<file path="src/rtl/vga_smi_pkg.sv">
package vga_smi_pkg;
  localparam int GRP_W       = 3;
  localparam int REG_W       = 64;
  localparam int NSTAT       = 10;
  localparam int STAT_LSB    = 32;
  localparam int NMSK        = 7;
  localparam int MSK_LSB     = 10;
  localparam int RES_MSK_BIT = 28;

  typedef enum logic [GRP_W-1:0] {
    GRP_SEQ  = 3'd0,
    GRP_CRTC = 3'd1,
    GRP_ATTR = 3'd2,
    GRP_GFX  = 3'd3,
    GRP_DAC  = 3'd4,
    GRP_MISC = 3'd5,
    GRP_IS0  = 3'd6,
    GRP_IS1  = 3'd7
  } grp_e;

  // status index = register bit - STAT_LSB
  localparam int ST_DC_VB    = 0;
  localparam int ST_MISC_WR  = 1;
  localparam int ST_IS0_RD   = 2;
  localparam int ST_VGA_VB   = 3;
  localparam int ST_CRTC_BAD = 4;
  localparam int ST_CRTC_WR  = 5;
  localparam int ST_CRTC_RD  = 6;
  localparam int ST_SEQ_WR   = 7;
  localparam int ST_SEQ_RD   = 8;
  localparam int ST_RES_CHG  = 9;

  // mask index = register bit - MSK_LSB
  localparam int MK_GFX_RD  = 0;
  localparam int MK_ATTR_WR = 1;
  localparam int MK_ATTR_RD = 2;
  localparam int MK_DAC_WR  = 3;
  localparam int MK_DAC_RD  = 4;
  localparam int MK_MISC_RD = 5;
  localparam int MK_IS1_RD  = 6;
endpackage

</file>
<file path="src/rtl/vga_smi_classify.sv">
module vga_smi_classify
  import vga_smi_pkg::*;
(
  input  logic             clk_i,
  input  logic             rst_ni,
  input  logic             acc_vld_i,
  input  logic [GRP_W-1:0] acc_grp_i,
  input  logic             acc_wr_i,
  input  logic             crtc_bad_i,
  input  logic [NMSK-1:0]  msk_i,
  output logic [NSTAT-1:0] set_o,
  output logic             sync_o
);
  grp_e grp;
  logic trap_only;

  assign grp = grp_e'(acc_grp_i);

  always_comb begin
    set_o     = '0;
    trap_only = 1'b0;
    if (acc_vld_i) begin
      case (grp)
        GRP_SEQ: begin
          if (acc_wr_i) set_o[ST_SEQ_WR] = 1'b1;
          else          set_o[ST_SEQ_RD] = 1'b1;
        end
        GRP_CRTC: begin
          if (acc_wr_i) set_o[ST_CRTC_WR] = 1'b1;
          else          set_o[ST_CRTC_RD] = 1'b1;
        end
        GRP_ATTR: trap_only = acc_wr_i ? !msk_i[MK_ATTR_WR] : !msk_i[MK_ATTR_RD];
        GRP_DAC:  trap_only = acc_wr_i ? !msk_i[MK_DAC_WR]  : !msk_i[MK_DAC_RD];
        GRP_GFX:  trap_only = !acc_wr_i && !msk_i[MK_GFX_RD];
        GRP_MISC: begin
          if (acc_wr_i) set_o[ST_MISC_WR] = 1'b1;
          else          trap_only = !msk_i[MK_MISC_RD];
        end
        GRP_IS0: begin
          if (!acc_wr_i) set_o[ST_IS0_RD] = 1'b1;
        end
        GRP_IS1:  trap_only = !acc_wr_i && !msk_i[MK_IS1_RD];
        default:  trap_only = 1'b0;
      endcase
    end
    set_o[ST_CRTC_BAD] = crtc_bad_i;
  end

  assign sync_o = trap_only || (|set_o);

  assert_dac_rd_masked_R4: assert property (@(posedge clk_i) disable iff (!rst_ni)
    (acc_vld_i && grp == GRP_DAC && !acc_wr_i && msk_i[MK_DAC_RD] && !crtc_bad_i) |-> !sync_o);

  assert_gfx_wr_ignored_R12: assert property (@(posedge clk_i) disable iff (!rst_ni)
    (acc_vld_i && grp == GRP_GFX && acc_wr_i && !crtc_bad_i) |-> (!sync_o && set_o == '0));
endmodule

</file>
<file path="src/rtl/vga_smi_res_det.sv">
module vga_smi_res_det #(
  parameter int RES_W = 12
) (
  input  logic             clk_i,
  input  logic             rst_ni,
  input  logic             tg_en_i,
  input  logic             scale_en_i,
  input  logic [RES_W-1:0] hres_i,
  input  logic [RES_W-1:0] vres_i,
  output logic             chg_o
);
  logic             en_q;
  logic [RES_W-1:0] h_q, v_q;

  always_ff @(posedge clk_i or negedge rst_ni) begin
    if (!rst_ni) begin
      en_q <= 1'b0;
      h_q  <= '0;
      v_q  <= '0;
    end else begin
      en_q <= tg_en_i;
      h_q  <= hres_i;
      v_q  <= vres_i;
    end
  end

  // en_q gates out the first enabled cycle
  assign chg_o = tg_en_i && scale_en_i && en_q && ((hres_i != h_q) || (vres_i != v_q));

  assert_no_chg_on_enable_R8: assert property (@(posedge clk_i) disable iff (!rst_ni)
    $rose(tg_en_i) |-> !chg_o);

  assert_chg_needs_move_R8: assert property (@(posedge clk_i) disable iff (!rst_ni)
    chg_o |-> (!$stable(hres_i) || !$stable(vres_i)));
endmodule

</file>
<file path="src/rtl/vga_smi_regs.sv">
module vga_smi_regs
  import vga_smi_pkg::*;
(
  input  logic             clk_i,
  input  logic             rst_ni,
  input  logic [NSTAT-1:0] set_i,
  input  logic             reg_wr_i,
  input  logic [REG_W-1:0] reg_wdata_i,
  output logic [NSTAT-1:0] status_o,
  output logic [NMSK-1:0]  msk_o,
  output logic             res_msk_o,
  output logic [REG_W-1:0] rdata_o
);
  logic [NSTAT-1:0] clr;
  logic [NMSK-1:0]  msk_q;
  logic             res_msk_q;

  assign clr = reg_wr_i ? reg_wdata_i[STAT_LSB +: NSTAT] : '0;

  for (genvar i = 0; i < NSTAT; i++) begin : g_stat
    logic bit_q;
    always_ff @(posedge clk_i or negedge rst_ni) begin
      if (!rst_ni)       bit_q <= 1'b0;
      else if (set_i[i]) bit_q <= 1'b1;  // event beats clear
      else if (clr[i])   bit_q <= 1'b0;
    end
    assign status_o[i] = bit_q;

    assert_w1c_R5: assert property (@(posedge clk_i) disable iff (!rst_ni)
      (reg_wr_i && reg_wdata_i[STAT_LSB+i] && !set_i[i]) |=> !status_o[i]);
    assert_hold_R5: assert property (@(posedge clk_i) disable iff (!rst_ni)
      (status_o[i] && !(reg_wr_i && reg_wdata_i[STAT_LSB+i])) |=> status_o[i]);
    assert_set_wins_R6: assert property (@(posedge clk_i) disable iff (!rst_ni)
      set_i[i] |=> status_o[i]);
  end

  always_ff @(posedge clk_i or negedge rst_ni) begin
    if (!rst_ni) begin
      msk_q     <= '0;
      res_msk_q <= 1'b0;
    end else if (reg_wr_i) begin
      msk_q     <= reg_wdata_i[MSK_LSB +: NMSK];
      res_msk_q <= reg_wdata_i[RES_MSK_BIT];
    end
  end

  assign msk_o     = msk_q;
  assign res_msk_o = res_msk_q;

  always_comb begin
    rdata_o                     = '0;
    rdata_o[STAT_LSB +: NSTAT]  = status_o;
    rdata_o[MSK_LSB +: NMSK]    = msk_q;
    rdata_o[RES_MSK_BIT]        = res_msk_q;
  end

  logic unused_wdata;
  assign unused_wdata = ^{reg_wdata_i[REG_W-1:STAT_LSB+NSTAT],
                          reg_wdata_i[STAT_LSB-1:RES_MSK_BIT+1],
                          reg_wdata_i[RES_MSK_BIT-1:MSK_LSB+NMSK],
                          reg_wdata_i[MSK_LSB-1:0]};
endmodule

</file>
<file path="src/rtl/vga_smi_trap.sv">
module vga_smi_trap
  import vga_smi_pkg::*;
#(
  parameter int RES_W = 12
) (
  input  logic             clk_i,
  input  logic             rst_ni,
  input  logic             acc_vld_i,
  input  logic [2:0]       acc_grp_i,
  input  logic             acc_wr_i,
  input  logic             crtc_bad_i,
  input  logic             vga_vblank_i,
  input  logic             dc_vblank_i,
  input  logic             tg_en_i,
  input  logic             scale_en_i,
  input  logic [RES_W-1:0] hres_i,
  input  logic [RES_W-1:0] vres_i,
  input  logic             reg_wr_i,
  input  logic [63:0]      reg_wdata_i,
  output logic [63:0]      reg_rdata_o,
  output logic             sync_smi_o,
  output logic             async_smi_o
);
  logic [NSTAT-1:0] acc_set, set_all, status;
  logic [NMSK-1:0]  msk;
  logic             res_msk, res_chg;

  vga_smi_classify u_cls (
    .clk_i      (clk_i),
    .rst_ni     (rst_ni),
    .acc_vld_i  (acc_vld_i),
    .acc_grp_i  (acc_grp_i),
    .acc_wr_i   (acc_wr_i),
    .crtc_bad_i (crtc_bad_i),
    .msk_i      (msk),
    .set_o      (acc_set),
    .sync_o     (sync_smi_o)
  );

  vga_smi_res_det #(.RES_W(RES_W)) u_res (
    .clk_i      (clk_i),
    .rst_ni     (rst_ni),
    .tg_en_i    (tg_en_i),
    .scale_en_i (scale_en_i),
    .hres_i     (hres_i),
    .vres_i     (vres_i),
    .chg_o      (res_chg)
  );

  always_comb begin
    set_all             = acc_set;
    set_all[ST_VGA_VB]  = vga_vblank_i;
    set_all[ST_DC_VB]   = dc_vblank_i;
    set_all[ST_RES_CHG] = res_chg && !res_msk;
  end

  vga_smi_regs u_regs (
    .clk_i       (clk_i),
    .rst_ni      (rst_ni),
    .set_i       (set_all),
    .reg_wr_i    (reg_wr_i),
    .reg_wdata_i (reg_wdata_i),
    .status_o    (status),
    .msk_o       (msk),
    .res_msk_o   (res_msk),
    .rdata_o     (reg_rdata_o)
  );

  assign async_smi_o = status[ST_VGA_VB] || status[ST_DC_VB] || status[ST_RES_CHG];

  assert_sync_has_source_R3: assert property (@(posedge clk_i) disable iff (!rst_ni)
    sync_smi_o |-> (acc_vld_i || crtc_bad_i));

  assert_async_drop_on_clear_R7: assert property (@(posedge clk_i) disable iff (!rst_ni)
    $fell(async_smi_o) |-> $past(reg_wr_i));

  assert_res_mask_R9: assert property (@(posedge clk_i) disable iff (!rst_ni)
    (res_msk && !status[ST_RES_CHG]) |=> !status[ST_RES_CHG]);

  assert_bad_crtc_R11: assert property (@(posedge clk_i) disable iff (!rst_ni)
    crtc_bad_i |-> (sync_smi_o && set_all[ST_CRTC_BAD]));
endmodule

</file>
<file path="config.mk">
export PLATFORM = sky130hd
export DESIGN_NAME = vga_smi_trap
export DESIGN_NICKNAME = d
export VERILOG_FILES = /design/src/rtl/vga_smi_pkg.sv /design/src/rtl/vga_smi_classify.sv /design/src/rtl/vga_smi_res_det.sv /design/src/rtl/vga_smi_regs.sv /design/src/rtl/vga_smi_trap.sv
export SDC_FILE = /design/constraint.sdc
export NUM_CORES = 1
export LEC_CHECK = 0
export ABC_AREA = 0
export BUFFER_PORTS_ARGS = -buffer_cell sky130_fd_sc_hd__buf_4
export CAP_MARGIN = 20
export CORE_MARGIN = 5
export CORE_UTILIZATION = 40
export CTS_BUF_LIST = sky130_fd_sc_hd__clkbuf_16
export CTS_CLUSTER_DIAMETER = 60
export DETAILED_ROUTE_END_ITERATION = 8
export GPL_ROUTABILITY_DRIVEN = 0
export HOLD_SLACK_MARGIN = 0.06
export PLACE_DENSITY = 0.84
export RECOVER_POWER = 25
export SLEW_MARGIN = 20
export SYNTH_ARGS = -nofsm -noshare
export SYNTH_HDL_FRONTEND = slang
export SYNTH_SLANG_ARGS = --single-unit
export TNS_END_PERCENT = 100
</file>
<file path="constraint.sdc">
create_clock -name clk_i -period 2.8 [get_ports clk_i]
set_input_delay 0.14 -clock clk_i [delete_from_list [all_inputs] [get_ports clk_i]]
set_output_delay 0.14 -clock clk_i [all_outputs]
set_load 0.02 [all_outputs]
</file>
# Yosys cells after proc, flatten, opt, wreduce, memory -nomap -nowiden
# Index checks and enable logic that the tools add are counted.
# classes
eq_ne	9
mux	34
reduce_logical	31
# op_table
cell	n
$mux 1	28
$ne 12x12->1	2
$reduce_bool 2->1	10
$eq 3x3->1 const B	4
$mux 10	1
$logic_not 1->1	9
$reduce_or 7->1	1
$eq 3x2->1 const B	2
$logic_and 1x1->1	6
$mux 2	3
$pmux 1 s5	1
$logic_or 1x1->1	4
$mux 4	1
$eq 3x1->1 const B	1
$logic_not 3->1	1
# word_totals
register_bits	43
input_bits	101
word_cells	89

# Longest topological paths before layout
# logic_depth
word_depth	5
ltp_mapped	5
mapped_depth_nobuf	4

# Hierarchy
# From an unflattened synthesis, not the netlist that was laid out.
# hier_totals
hier_cells	215
hier_area_um2	2374.8
# modules_own_cells
module	n_inst	cells_each	area_each_um2	seq_area_each_um2
vga_smi_regs	1	123	1243.7	450.4
vga_smi_res_det	1	59	893.4	625.6
vga_smi_classify	1	31	225.2	0.0
vga_smi_trap	1	2	12.5	0.0

# Worst setup path after synthesis
# Ideal clock, no wire load.
# synth_timing
kind	register to output
start	register u_regs.msk_q[5], in the netlist u_regs.msk_o[5]
end	output port sync_smi_o
arrival_ns	1.192
path_slack_ns	1.468
stages_incl_launch_ff	4
n_path_buf	0
cell_sequence	dfrtp_1 a221o_1 a21oi_1 o32a_1
# synth_via
elab_chain_len	5
# synth_lines
item	line_no	text
start, declared	vga_smi_regs.sv:15	logic [NMSK-1:0] msk_q;
start signal, assigned	vga_smi_regs.sv:42	msk_q <= reg_wdata_i[MSK_LSB +: NMSK];
$logic_not 1->1	vga_smi_classify.sv:37	else trap_only = !msk_i[MK_MISC_RD];
$mux 1	vga_smi_classify.sv:36	if (acc_wr_i) set_o[ST_MISC_WR] = 1'b1;
$pmux 1 s5	vga_smi_classify.sv:23	case (grp)
$mux 1	vga_smi_classify.sv:22	if (acc_vld_i) begin
$logic_or 1x1->1	vga_smi_classify.sv:49	assign sync_o = trap_only || (|set_o);
end, declared	vga_smi_trap.sv:21	output logic sync_smi_o,
# Every way passes these cells.

# Worst setup path in the final report
# layout_timing
start	input port crtc_bad_i
end	output port sync_smi_o
# layout_via
elab_chain_len	2
# layout_lines
item	line_no	text
start, declared	vga_smi_trap.sv:11	input logic crtc_bad_i,
$reduce_or 7->1	vga_smi_classify.sv:49	
$logic_or 1x1->1	vga_smi_classify.sv:49	
# Every way passes these cells.

==> summary.md <==
| Metric | Value |
|---|---|
| Die area | 0.00699 mm2 |
| Worst-path fanout max | 3 |
| Vias/cell | 4.14 |
| Status | finished, final reports clean |
| Global route overflow | 0 |
| Minimum clock period | 1820 ps |
| Global-route wire length before repair | 7580 um |
| Met2 Usage GRT | 0.253 |
| Cts bufs inserted | 5 |
| CP endpoint | sync_smi_o |
| Resize count post-CTS | 0 |
| CORE AREA | 0.00517 mm2 |
| Clock Sinks | 43 |
| Critical path startpoint | crtc_bad_i |
| Number of diodes | 0 |
| Final Max Tran Viols | 0 |
| Final setup fails | 0 |
| H-tree Lvls | 2 |
| Synth Cell Area | 0.00217 mm2 |
| Yosys reg bits | 43 |
| Power Total | 0.00166 W |
| Post-DR wirelength/cell | 13.7 um |
| RSZ-0062 raised after global routing | no |
| Largest net degree at the start of global routing | 44 |
| Util after Layout | 0.560 |
| Ys Warns | 0 |
| All-Layer GR Usage | 0.136 |
| Final period utilization | 0.648 |
| Final nets | 383 |
| Share of cells above drive strength 1 | 0.251 |
| Worst setup EP type | output pin |
| Mapped Avg Cell Area | 11.5 um2 |
| GRT busiest layer | met2 |
| Measured slew at the worst slew-check pin | 549 ps |
| CTS root buf | clkbuf_16 |
| Max Cap Violations | 0 |
| Dpl hpwl | 3500 um |
| Post-route setup TNS | 0 ps |
| # DRC | 0 |
| Static Leak | 1.35 nW |
| Register area share after synthesis | 0.496 |
| Clock Path Buffers | 2 |
| Startpoint Class | input pin |
| Area grow syn2layout | 33.7% |
| HP Class | input pin to flip-flop |
| Kind of critical path | input pin to output pin |
| ANT nets after route | 0 |
| Fin cells | 353 |
| Hold path startpoint | reg_wdata_i[28] |
| Die width | 83.6 um |
| WP data arrival | 1680 ps |
| Gate count after technology mapping | 188 |
| Worst R2R End | u_regs.g_stat[9].bit_q$_DFFE_PN0P_ |
| Post-DP Area | 0.00252 mm2 |
| TritonCTS clock tree | done |
| # rows | 26 |
| EDFF count, synth | 0 |
| Initial Utilization | 0.419 |
| Antenna violations before repair | 0 |
| Unique cell type count in the Yosys netlist | 32 |
| Clk_skew | 2.70 ps |
| DRT Wirelength | 4850 um |
| Pwr dens | 572 mW/mm2 |
| Clock Latency Late Sink | 280 ps |
| Design area | 0.00290 mm2 |
| Worst r2r src | u_res.v_q[2]$_DFF_PN0_ |
| Worst EP required | 2660 ps |
| Vias in the first global route | 1523 |
| Worst Reg-to-Reg Cells | 4 |
| M3 GR Usage | 0.0454 |
| Fmax | 551 MHz |
| I/O pins | 167 |
| IO buf count | 74 |
| Placed cells | 316 |
| R2R setup slack | 1370 ps |
| Final hold viol count | 0 |
| Slew headroom | 0.634 |
| Synth async-reset ratio | 1.00 |
| Die Y | 83.6 um |
| Met1 usage | 0.149 |
| Peak supply drop | 0.406 mV |
| Initial DRC Count | 29 |
| DRT Pass-1 Iters | 4 |
| Top_reg_cell synth | dfrtp_1 |
| Via count | 1463 |
| Clock Pin Slew Worst Setup and Hold Paths | 60 ps |
[cell usage after synthesis (3+ instances only)]
master | instances | share of area
nor3_1 | 4 | 0.0092
xnor2_1 | 20 | 0.081
xor2_1 | 4 | 0.016
a22o_1 | 3 | 0.012
dfrtp_1 | 43 | 0.50
nand4_1 | 4 | 0.012
nor2_1 | 5 | 0.0087
buf_4 | 57 | 0.20
a21o_1 | 3 | 0.010
nand2_1 | 10 | 0.017
mux2_2 | 8 | 0.042
[how the worst min path moves through the flow]
stage | endpoint | slack [ps] | depth (start not counted)
final | u_regs.res_msk_o$_DFFE_PN0P_ | 90 | 2
after global routing | u_regs.res_msk_o$_DFFE_PN0P_ | 80 | 2
after CTS | u_regs.res_msk_o$_DFFE_PN0P_ | 80 | 2
after detailed placement | u_res.v_q[7]$_DFF_PN0_ | 170 | 1
after global placement | u_res.h_q[9]$_DFF_PN0_ | 160 | 1
after floorplan | u_regs.g_stat[0].bit_q$_DFFE_PN0P_ | -160 | 0
[repair_timing]
action / in CTS / in global routing
setup endpoints to repair: 0 / 0
endpoints found under the hold margin: 71 / 0
setup buffers: 0 / 0
hold buffers: 29 / 0
[area by class of cell]
class / count / area (um2)
clock buffers: 5 / 125
repair buffers: 103 / 763
inverters: 1 / 3.75
multi-input cells: 128 / 797
clock inverters: 3 / 46.3
well taps: 70 / 87.6
fillers: 445 / 2270
flip-flops and latches: 43 / 1080
[per-stage QoR]
stage / hold WS [ps] / worst slack [ps]
floorplan: -156 / 1470
global placement: 157 / 1360
detailed placement: 165 / 1350
CTS: 83.9 / 980
global route: 79.5 / 954
finish: 90.5 / 985
[metal layers]
layer	share of wire	wire length (um)	vias up
met4	0.0031	15	0
met5	0	0	-
met3	0.095	461	2
met2	0.54	2620	72
met1	0.36	1750	678
li1	-	-	711
[cells in the final DEF (no fill, tap or decap)]
cell type,netlist,final
nand4_1,4,4
xor2_1,4,4
nand2_1,10,10
a21oi_2,1,1
a22o_2,1,1
a2111oi_0,1,1
clkbuf_4,0,3
inv_1,1,1
a21o_1,3,3
conb_1,1,46
dfrtp_1,43,43
dlygate4sd3_1,0,29
clkbuf_1,0,22
clkbuf_16,0,5
inv_6,0,1
a32o_1,2,2
bufinv_16,0,1
or3_1,2,2
a41oi_1,1,1
nor4bb_1,1,1
a21oi_1,2,2
and4b_1,1,1
a22o_1,3,3
nor2_1,5,5
o32a_1,1,1
mux2_2,8,8
nand3_1,1,1
xnor2_1,20,20
nand2_4,1,1
nor3_1,4,4
clkinvlp_4,0,1
buf_4,57,49
a221o_1,1,1
o21ai_0,1,1
nand2b_1,1,1
mux2i_1,2,2
nand3b_1,1,1
[report_power, final]
group	switching (W)	leakage, nW	internal (W)
Sequential	0.0000253	0.509	0.000662
Combinational	0.000172	0.757	0.000142
Clock	0.000233	0.0804	0.000423
Total	0.000430	1.35	0.00123
[cells by family (layout without fill, tap and decap cells)]
family	after synthesis	after routing	synth area share
mux	10	10	0.0508
flops	43	43	0.496
simple gates	31	31	0.0756
buf+inv	62	112	0.214
compound gates	17	17	0.0646
xor+xnor	24	24	0.0969
other cells	1	46	0.00173
[registers in the layout, summed over array words and instances (netlist names)]
name                 flops
u_regs.msk_o             7
u_res.v_q               12
u_regs.res_msk_o         1
u_regs.g_stat.bit_q     10
u_res.h_q               12
u_res.en_q               1
[worst max-delay path, stage by stage]
cell and delay [ps]:
dlygate4sd3_1 540, buf_4 140, or3_1 360, o32a_1 340, buf_4 160
Power figures use the tool's default switching activity.
